==> src/rtl/ts_sync_pkg.sv <==
package ts_sync_pkg;

    typedef enum logic [1:0] {
        ST_SEEK  = 2'd0,
        ST_TRACK = 2'd1,
        ST_LOCK  = 2'd2
    } sync_state_e;

    localparam logic [1:0] LOCK_NONE  = 2'b00;
    localparam logic [1:0] LOCK_SHORT = 2'b01;
    localparam logic [1:0] LOCK_LONG  = 2'b10;

    localparam int STAT_W   = 6;
    localparam int STAT_SOP = 1;
    localparam int STAT_EOP = 2;
    localparam int STAT_ERR = 3;
    localparam int STAT_LK0 = 4;

endpackage

==> src/rtl/ts_sync_match.sv <==
module ts_sync_match #(
    parameter int          DW       = 8,
    parameter logic [7:0]  SYNC_VAL = 8'h47
) (
    input  logic [DW-1:0] byte_i,
    output logic          hit_o
);
    localparam logic [DW-1:0] PATTERN = DW'(SYNC_VAL);

    always_comb begin
        hit_o = (byte_i == PATTERN);
    end
endmodule

==> src/rtl/ts_sync_fsm.sv <==
module ts_sync_fsm
    import ts_sync_pkg::*;
#(
    parameter int LEN_A = 188,
    parameter int LEN_B = 204
) (
    input  logic       clk,
    input  logic       rst,
    input  logic       vld_i,
    input  logic       hit_i,
    output logic       sop_o,
    output logic       eop_o,
    output logic       err_o,
    output logic [1:0] lock_o
);
    localparam int CW = $clog2(LEN_B + 1);
    localparam logic [CW-1:0] POS_A = CW'(LEN_A);
    localparam logic [CW-1:0] POS_B = CW'(LEN_B);

    typedef struct packed {
        sync_state_e   st;
        logic          long_len;
        logic [CW-1:0] cnt;
    } fsm_t;

    fsm_t cur_q, nxt_d;
    logic [CW-1:0] pos;
    logic [CW-1:0] want;

    always_comb begin
        nxt_d = cur_q;
        sop_o = 1'b0;
        eop_o = 1'b0;
        err_o = 1'b0;
        pos   = cur_q.cnt + CW'(1);
        want  = cur_q.long_len ? POS_B : POS_A;
        if (vld_i) begin
            case (cur_q.st)
                ST_SEEK: begin
                    if (hit_i) begin
                        sop_o     = 1'b1;
                        nxt_d.st  = ST_TRACK;
                        nxt_d.cnt = '0;
                    end
                end
                ST_TRACK: begin
                    if (hit_i && pos == POS_A) begin
                        sop_o          = 1'b1;
                        eop_o          = 1'b1;
                        nxt_d.st       = ST_LOCK;
                        nxt_d.long_len = 1'b0;
                        nxt_d.cnt      = '0;
                    end else if (pos == POS_B) begin
                        nxt_d.cnt = '0;
                        if (hit_i) begin
                            sop_o          = 1'b1;
                            eop_o          = 1'b1;
                            nxt_d.st       = ST_LOCK;
                            nxt_d.long_len = 1'b1;
                        end else begin
                            err_o    = 1'b1;
                            nxt_d.st = ST_SEEK;
                        end
                    end else begin
                        nxt_d.cnt = pos;
                    end
                end
                ST_LOCK: begin
                    if (pos == want) begin
                        nxt_d.cnt = '0;
                        if (hit_i) begin
                            sop_o = 1'b1;
                            eop_o = 1'b1;
                        end else begin
                            err_o          = 1'b1;
                            nxt_d.st       = ST_SEEK;
                            nxt_d.long_len = 1'b0;
                        end
                    end else begin
                        nxt_d.cnt = pos;
                    end
                end
                default: begin
                    nxt_d.st  = ST_SEEK;
                    nxt_d.cnt = '0;
                end
            endcase
        end
        if (nxt_d.st == ST_LOCK) begin
            lock_o = nxt_d.long_len ? LOCK_LONG : LOCK_SHORT;
        end else begin
            lock_o = LOCK_NONE;
        end
    end

    always_ff @(posedge clk) begin
        if (rst) begin
            cur_q.st       <= ST_SEEK;
            cur_q.long_len <= 1'b0;
            cur_q.cnt      <= '0;
        end else begin
            cur_q <= nxt_d;
        end
    end
endmodule

==> src/rtl/ts_sync_outreg.sv <==
module ts_sync_outreg
    import ts_sync_pkg::*;
#(
    parameter int DW = 8
) (
    input  logic              clk,
    input  logic              rst,
    input  logic [DW-1:0]     byte_i,
    input  logic              vld_i,
    input  logic              sop_i,
    input  logic              eop_i,
    input  logic              err_i,
    input  logic [1:0]        lock_i,
    output logic [DW-1:0]     byte_o,
    output logic              vld_o,
    output logic [STAT_W-1:0] stat_o
);
    typedef struct packed {
        logic [DW-1:0]     data;
        logic              vld;
        logic [STAT_W-1:0] stat;
    } out_t;

    out_t out_q, out_d;

    always_comb begin
        out_d.data                     = byte_i;
        out_d.vld                      = vld_i;
        out_d.stat                     = '0;
        out_d.stat[STAT_SOP]           = sop_i;
        out_d.stat[STAT_EOP]           = eop_i;
        out_d.stat[STAT_ERR]           = err_i;
        out_d.stat[STAT_LK0+1:STAT_LK0] = lock_i;
    end

    always_ff @(posedge clk) begin
        if (rst) begin
            out_q <= '0;
        end else begin
            out_q <= out_d;
        end
    end

    assign byte_o = out_q.data;
    assign vld_o  = out_q.vld;
    assign stat_o = out_q.stat;
endmodule

==> src/rtl/ts_sync_top.sv <==
module ts_sync_top #(
    parameter int         DW       = 8,
    parameter int         LEN_A    = 188,
    parameter int         LEN_B    = 204,
    parameter logic [7:0] SYNC_VAL = 8'h47
) (
    input  logic          clk,
    input  logic          rst,
    input  logic [DW-1:0] in_byte,
    input  logic          in_vld,
    output logic [DW-1:0] out_byte,
    output logic          out_vld,
    output logic [5:0]    status
);
    logic       hit;
    logic       sop, eop, err;
    logic [1:0] lock_nxt;

    ts_sync_match #(.DW(DW), .SYNC_VAL(SYNC_VAL)) u_match (
        .byte_i (in_byte),
        .hit_o  (hit)
    );

    ts_sync_fsm #(.LEN_A(LEN_A), .LEN_B(LEN_B)) u_fsm (
        .clk    (clk),
        .rst    (rst),
        .vld_i  (in_vld),
        .hit_i  (hit),
        .sop_o  (sop),
        .eop_o  (eop),
        .err_o  (err),
        .lock_o (lock_nxt)
    );

    ts_sync_outreg #(.DW(DW)) u_out (
        .clk    (clk),
        .rst    (rst),
        .byte_i (in_byte),
        .vld_i  (in_vld),
        .sop_i  (sop),
        .eop_i  (eop),
        .err_i  (err),
        .lock_i (lock_nxt),
        .byte_o (out_byte),
        .vld_o  (out_vld),
        .stat_o (status)
    );
endmodule

==> config.mk <==
export PLATFORM = sky130hd
export DESIGN_NAME = ts_sync_top
export DESIGN_NICKNAME = d
export VERILOG_FILES = /design/src/rtl/ts_sync_pkg.sv /design/src/rtl/ts_sync_match.sv /design/src/rtl/ts_sync_fsm.sv /design/src/rtl/ts_sync_outreg.sv /design/src/rtl/ts_sync_top.sv
export SDC_FILE = /design/constraint.sdc
export NUM_CORES = 1
export LEC_CHECK = 0
export BUFFER_PORTS_ARGS = -buffer_cell sky130_fd_sc_hd__buf_2
export CAP_MARGIN = 20
export CORE_UTILIZATION = 35
export DETAILED_ROUTE_END_ITERATION = 10
export PLACE_DENSITY = 0.56
export SLEW_MARGIN = 10
export SYNTH_ARGS = -nofsm -noshare
export SYNTH_HDL_FRONTEND = slang
export SYNTH_SLANG_ARGS = --single-unit
==> constraint.sdc <==
create_clock -name clk -period 3.35 [get_ports clk]
set_clock_uncertainty 0.1 [all_clocks]
set_input_delay 0.5025 -clock clk [delete_from_list [all_inputs] [get_ports clk]]
set_output_delay 0.5025 -clock clk [all_outputs]
set_load 0.005 [all_outputs]
==> out/qor.csv <==
metric,value,unit
clk sinks,25,
post-route ant nets,0,
sequential share of the synthesized area,35.0,%
RD Place Congestion,0.808,
async set-or-reset flop fraction in the synthesized netlist,0,%
worst flop-to-flop path endpoint,u_out.stat_o[4],
Area Growth Syn to Fin,12.0,%
drt via density,5.32,
PortBufs,24,
clock transition at the registers of the reported paths,0.09,ns
CTS tree,built,
Max stage delay on crit path,0.51,ns
fmax,350,MHz
NetSw,115,uW
initial antenna violation count,0,
Critical Path Stages,9,
Iter 0 DRT Violations,33,
"Avg Cell Area, Syn",8.77,um^2
CP arrival,2.97,ns
Synth area leaders,"dfxtp_1 (35%), ha_1 (5.3%), nor2b_1 (5.3%)",
CP top delay family,compound AO/OA/AOI/OAI gates,
die area,0.00434,mm^2
top_reg_cell synth,dfxtp_1,
total chip power,514,uW
mapped cell area,0.00143,mm^2
Max-slew headroom,56.2,%
number of synthesized flops with an enable pin,0,
Yosys top cell area share,35.0,%
# diodes,0,
H-tree Lvls,1,
P_leak,0.000646,uW
Critical Path RT,3.46,ns
WHS Endpoint,u_out.byte_o[5],
Int Power,399,uW
vias,1223,
Filler cells,393,
max-cap violation count,0,
hold depth,2,
Worst setup SP type,register,
worst path buffer plus inverter count,0,
die height,65.9,um
Worst setup EP type,register,
Tot GR Track Use,14.8,%
R2R Path Start,u_fsm.cur_q[0],
RSZ-0062 raised after global routing,no,
Worst Setup Path Type,reg -> reg,
CP max-delay cell,dfxtp_1,
Worst Hold Class,in -> reg,
Yosys warnings,0,
first-pass GRT wire length,5040,um
worst hold slack,0.356,ns
Chip Width,65.9,um
final wirelength,3000,um
Clock Power Share,35.7,%
crit path time final,2.86,ns
HP Start,in_byte[5],
syn nets,180,
Seq pwr share,59.1,%
clk_lat worst skew,0.27,ns
std cell rows,22,
worst r2r path cells,9,
Initial Util,37.6,%
CTS max path bufs,2,
Yosys reg bits,25,
Synth cell types,54,
"area leader, netlist",dfxtp_1,
synthesized instance count,163,
setup TNS,0,ns
placed cell area,0.00155,mm^2
Crit Path Max Fanout,9,
final hold violation count,0,
pre-CTS WS,0.539,ns
largest net degree at the start of global routing,19,
R2R Setup Slk,0.49,ns
"commonest cells after routing, fill and taps aside","dfxtp_1 (25), buf_2 (24), nor2_1 (15)",
Tcrit/Tclk final,85.3,%
critical path cell sequence,ha_1 -> nand3_1 -> o32ai_1 -> nor3_1 -> o22a_2 -> o31a_1 -> o41ai_2 -> a21bo_1 -> nor2b_1,
Residual DRC,0,
power per cell area,321,mW/mm^2
endpoints failing setup,0,
switch share,22.3,%
share of cells above drive strength 1,22.5,%
Worst Max-Slew Pin Slew,0.656,ns
CTS root buf,clkbuf_8,
DP Wirelength,2270,um
DR WL/cell,13.0,um
Core Area,0.00380,mm^2
"most common cell after layout, fill and taps aside",dfxtp_1,
total CTS buffers,3,
vias in the first global route,1187,
Comb pwr share,5.2,%
PostCTS Resize Cnt,0,
Max Slew Vio Count,0,
post-route cell area,0.00160,mm^2
CTS hold repair buffers,0,
Post-CTS Setup Inserts,0,
Congestion Overflow GR,0,
Final Net Count,200,
outcome,"complete, no violations",
Final WS setup,0.493,ns
First-pass DRT Iterations,4,
worst IR drop on VDD,0.148,mV
num ports,26,
==> worst max-delay path by stage <==
stage / slack [ns] / from / end
detailed placement: 0.54 / u_fsm.cur_q[0] / u_fsm.cur_q[2]
global route: 0.29 / u_fsm.cur_q[0] / u_fsm.cur_q[2]
finish: 0.49 / u_fsm.cur_q[0] / u_out.stat_o[4]
CTS: 0.50 / u_fsm.cur_q[0] / u_fsm.cur_q[2]
global placement: 0.62 / u_fsm.cur_q[0] / u_out.stat_o[4]
floorplan: 0.82 / u_fsm.cur_q[0] / u_out.stat_o[4]
==> kinds of logic after synthesis <==
| group | count (synthesis) | share of synthesized area, % |
|---|---|---|
| AOI/OAI and AO/OA | 44 | 25.0 |
| xor gates and xnor gates | 1 | 0.613 |
| adders and majority gates | 6 | 5.25 |
| buffers and inverters | 15 | 5.60 |
| DFF | 25 | 35.0 |
| other | 1 | 0.262 |
| and+or+nand+nor | 71 | 28.3 |
==> metrics by stage <==
stage                     utilization, %  cells
after floorplan                        -    163
after global placement              40.8    226
after detailed placement            40.8    226
after CTS                           42.1    230
after global routing                42.1    230
final                               42.1    230
==> sequential cells by signal, summed over array words and instances (netlist names) <==
| signal | cells |
|---|---|
| u_out.byte_o | 8 |
| u_out.vld_o | 1 |
| u_out.stat_o | 5 |
| u_fsm.cur_q | 11 |
==> synth_stat cells, types with 2 or more instances <==
cell type  number
nand3_1         3
o21ai_1         4
dfxtp_1        25
buf_4           4
clkbuf_1        3
a21o_1          3
nor3_1          4
nand2_1        14
nor4_1          3
nor2b_1        12
a31oi_1         2
o31a_1          2
o21ai_0         3
nor2_1         15
o21a_1          3
nand4_1         2
and3_1          2
a22oi_1         2
inv_1           6
ha_1            6
a21oi_1         9
nand2b_1        4
==> power by group through the flow <==
stage | registers (uW) | logic [uW] | clock network [uW]
after floorplan | 312 | 12.8 | 0
after global placement | 311 | 26.6 | 0
after detailed placement | 311 | 27.2 | 0
after CTS | 304 | 27.3 | 192
after global routing | 305 | 30.4 | 205
final | 304 | 26.7 | 184
==> layout make-up <==
cell class	count	area [um^2]	area share, %
inverters	6	22.5	1.41
clock buffers	3	41.3	2.58
multi-input cells	123	848	53.0
clock inverters	1	7.51	0.469
flip-flops and latches	25	500	31.3
repair buffers	24	120	7.51
well taps	48	60.1	3.75
==> per-layer routing <==
metal | wire length (um) | up-vias | part of all wire (%) | track usage, %
li1 | - | 617 | - | -
met1 | 1370 | 577 | 46 | 18.2
met2 | 1490 | 25 | 50 | 26.3
met3 | 123 | 4 | 4.1 | 2.59
met4 | 19 | 0 | 0.63 | 3.80
met5 | 0 | - | 0 | 0
Note: power is estimated with default switching activity, not from simulation.
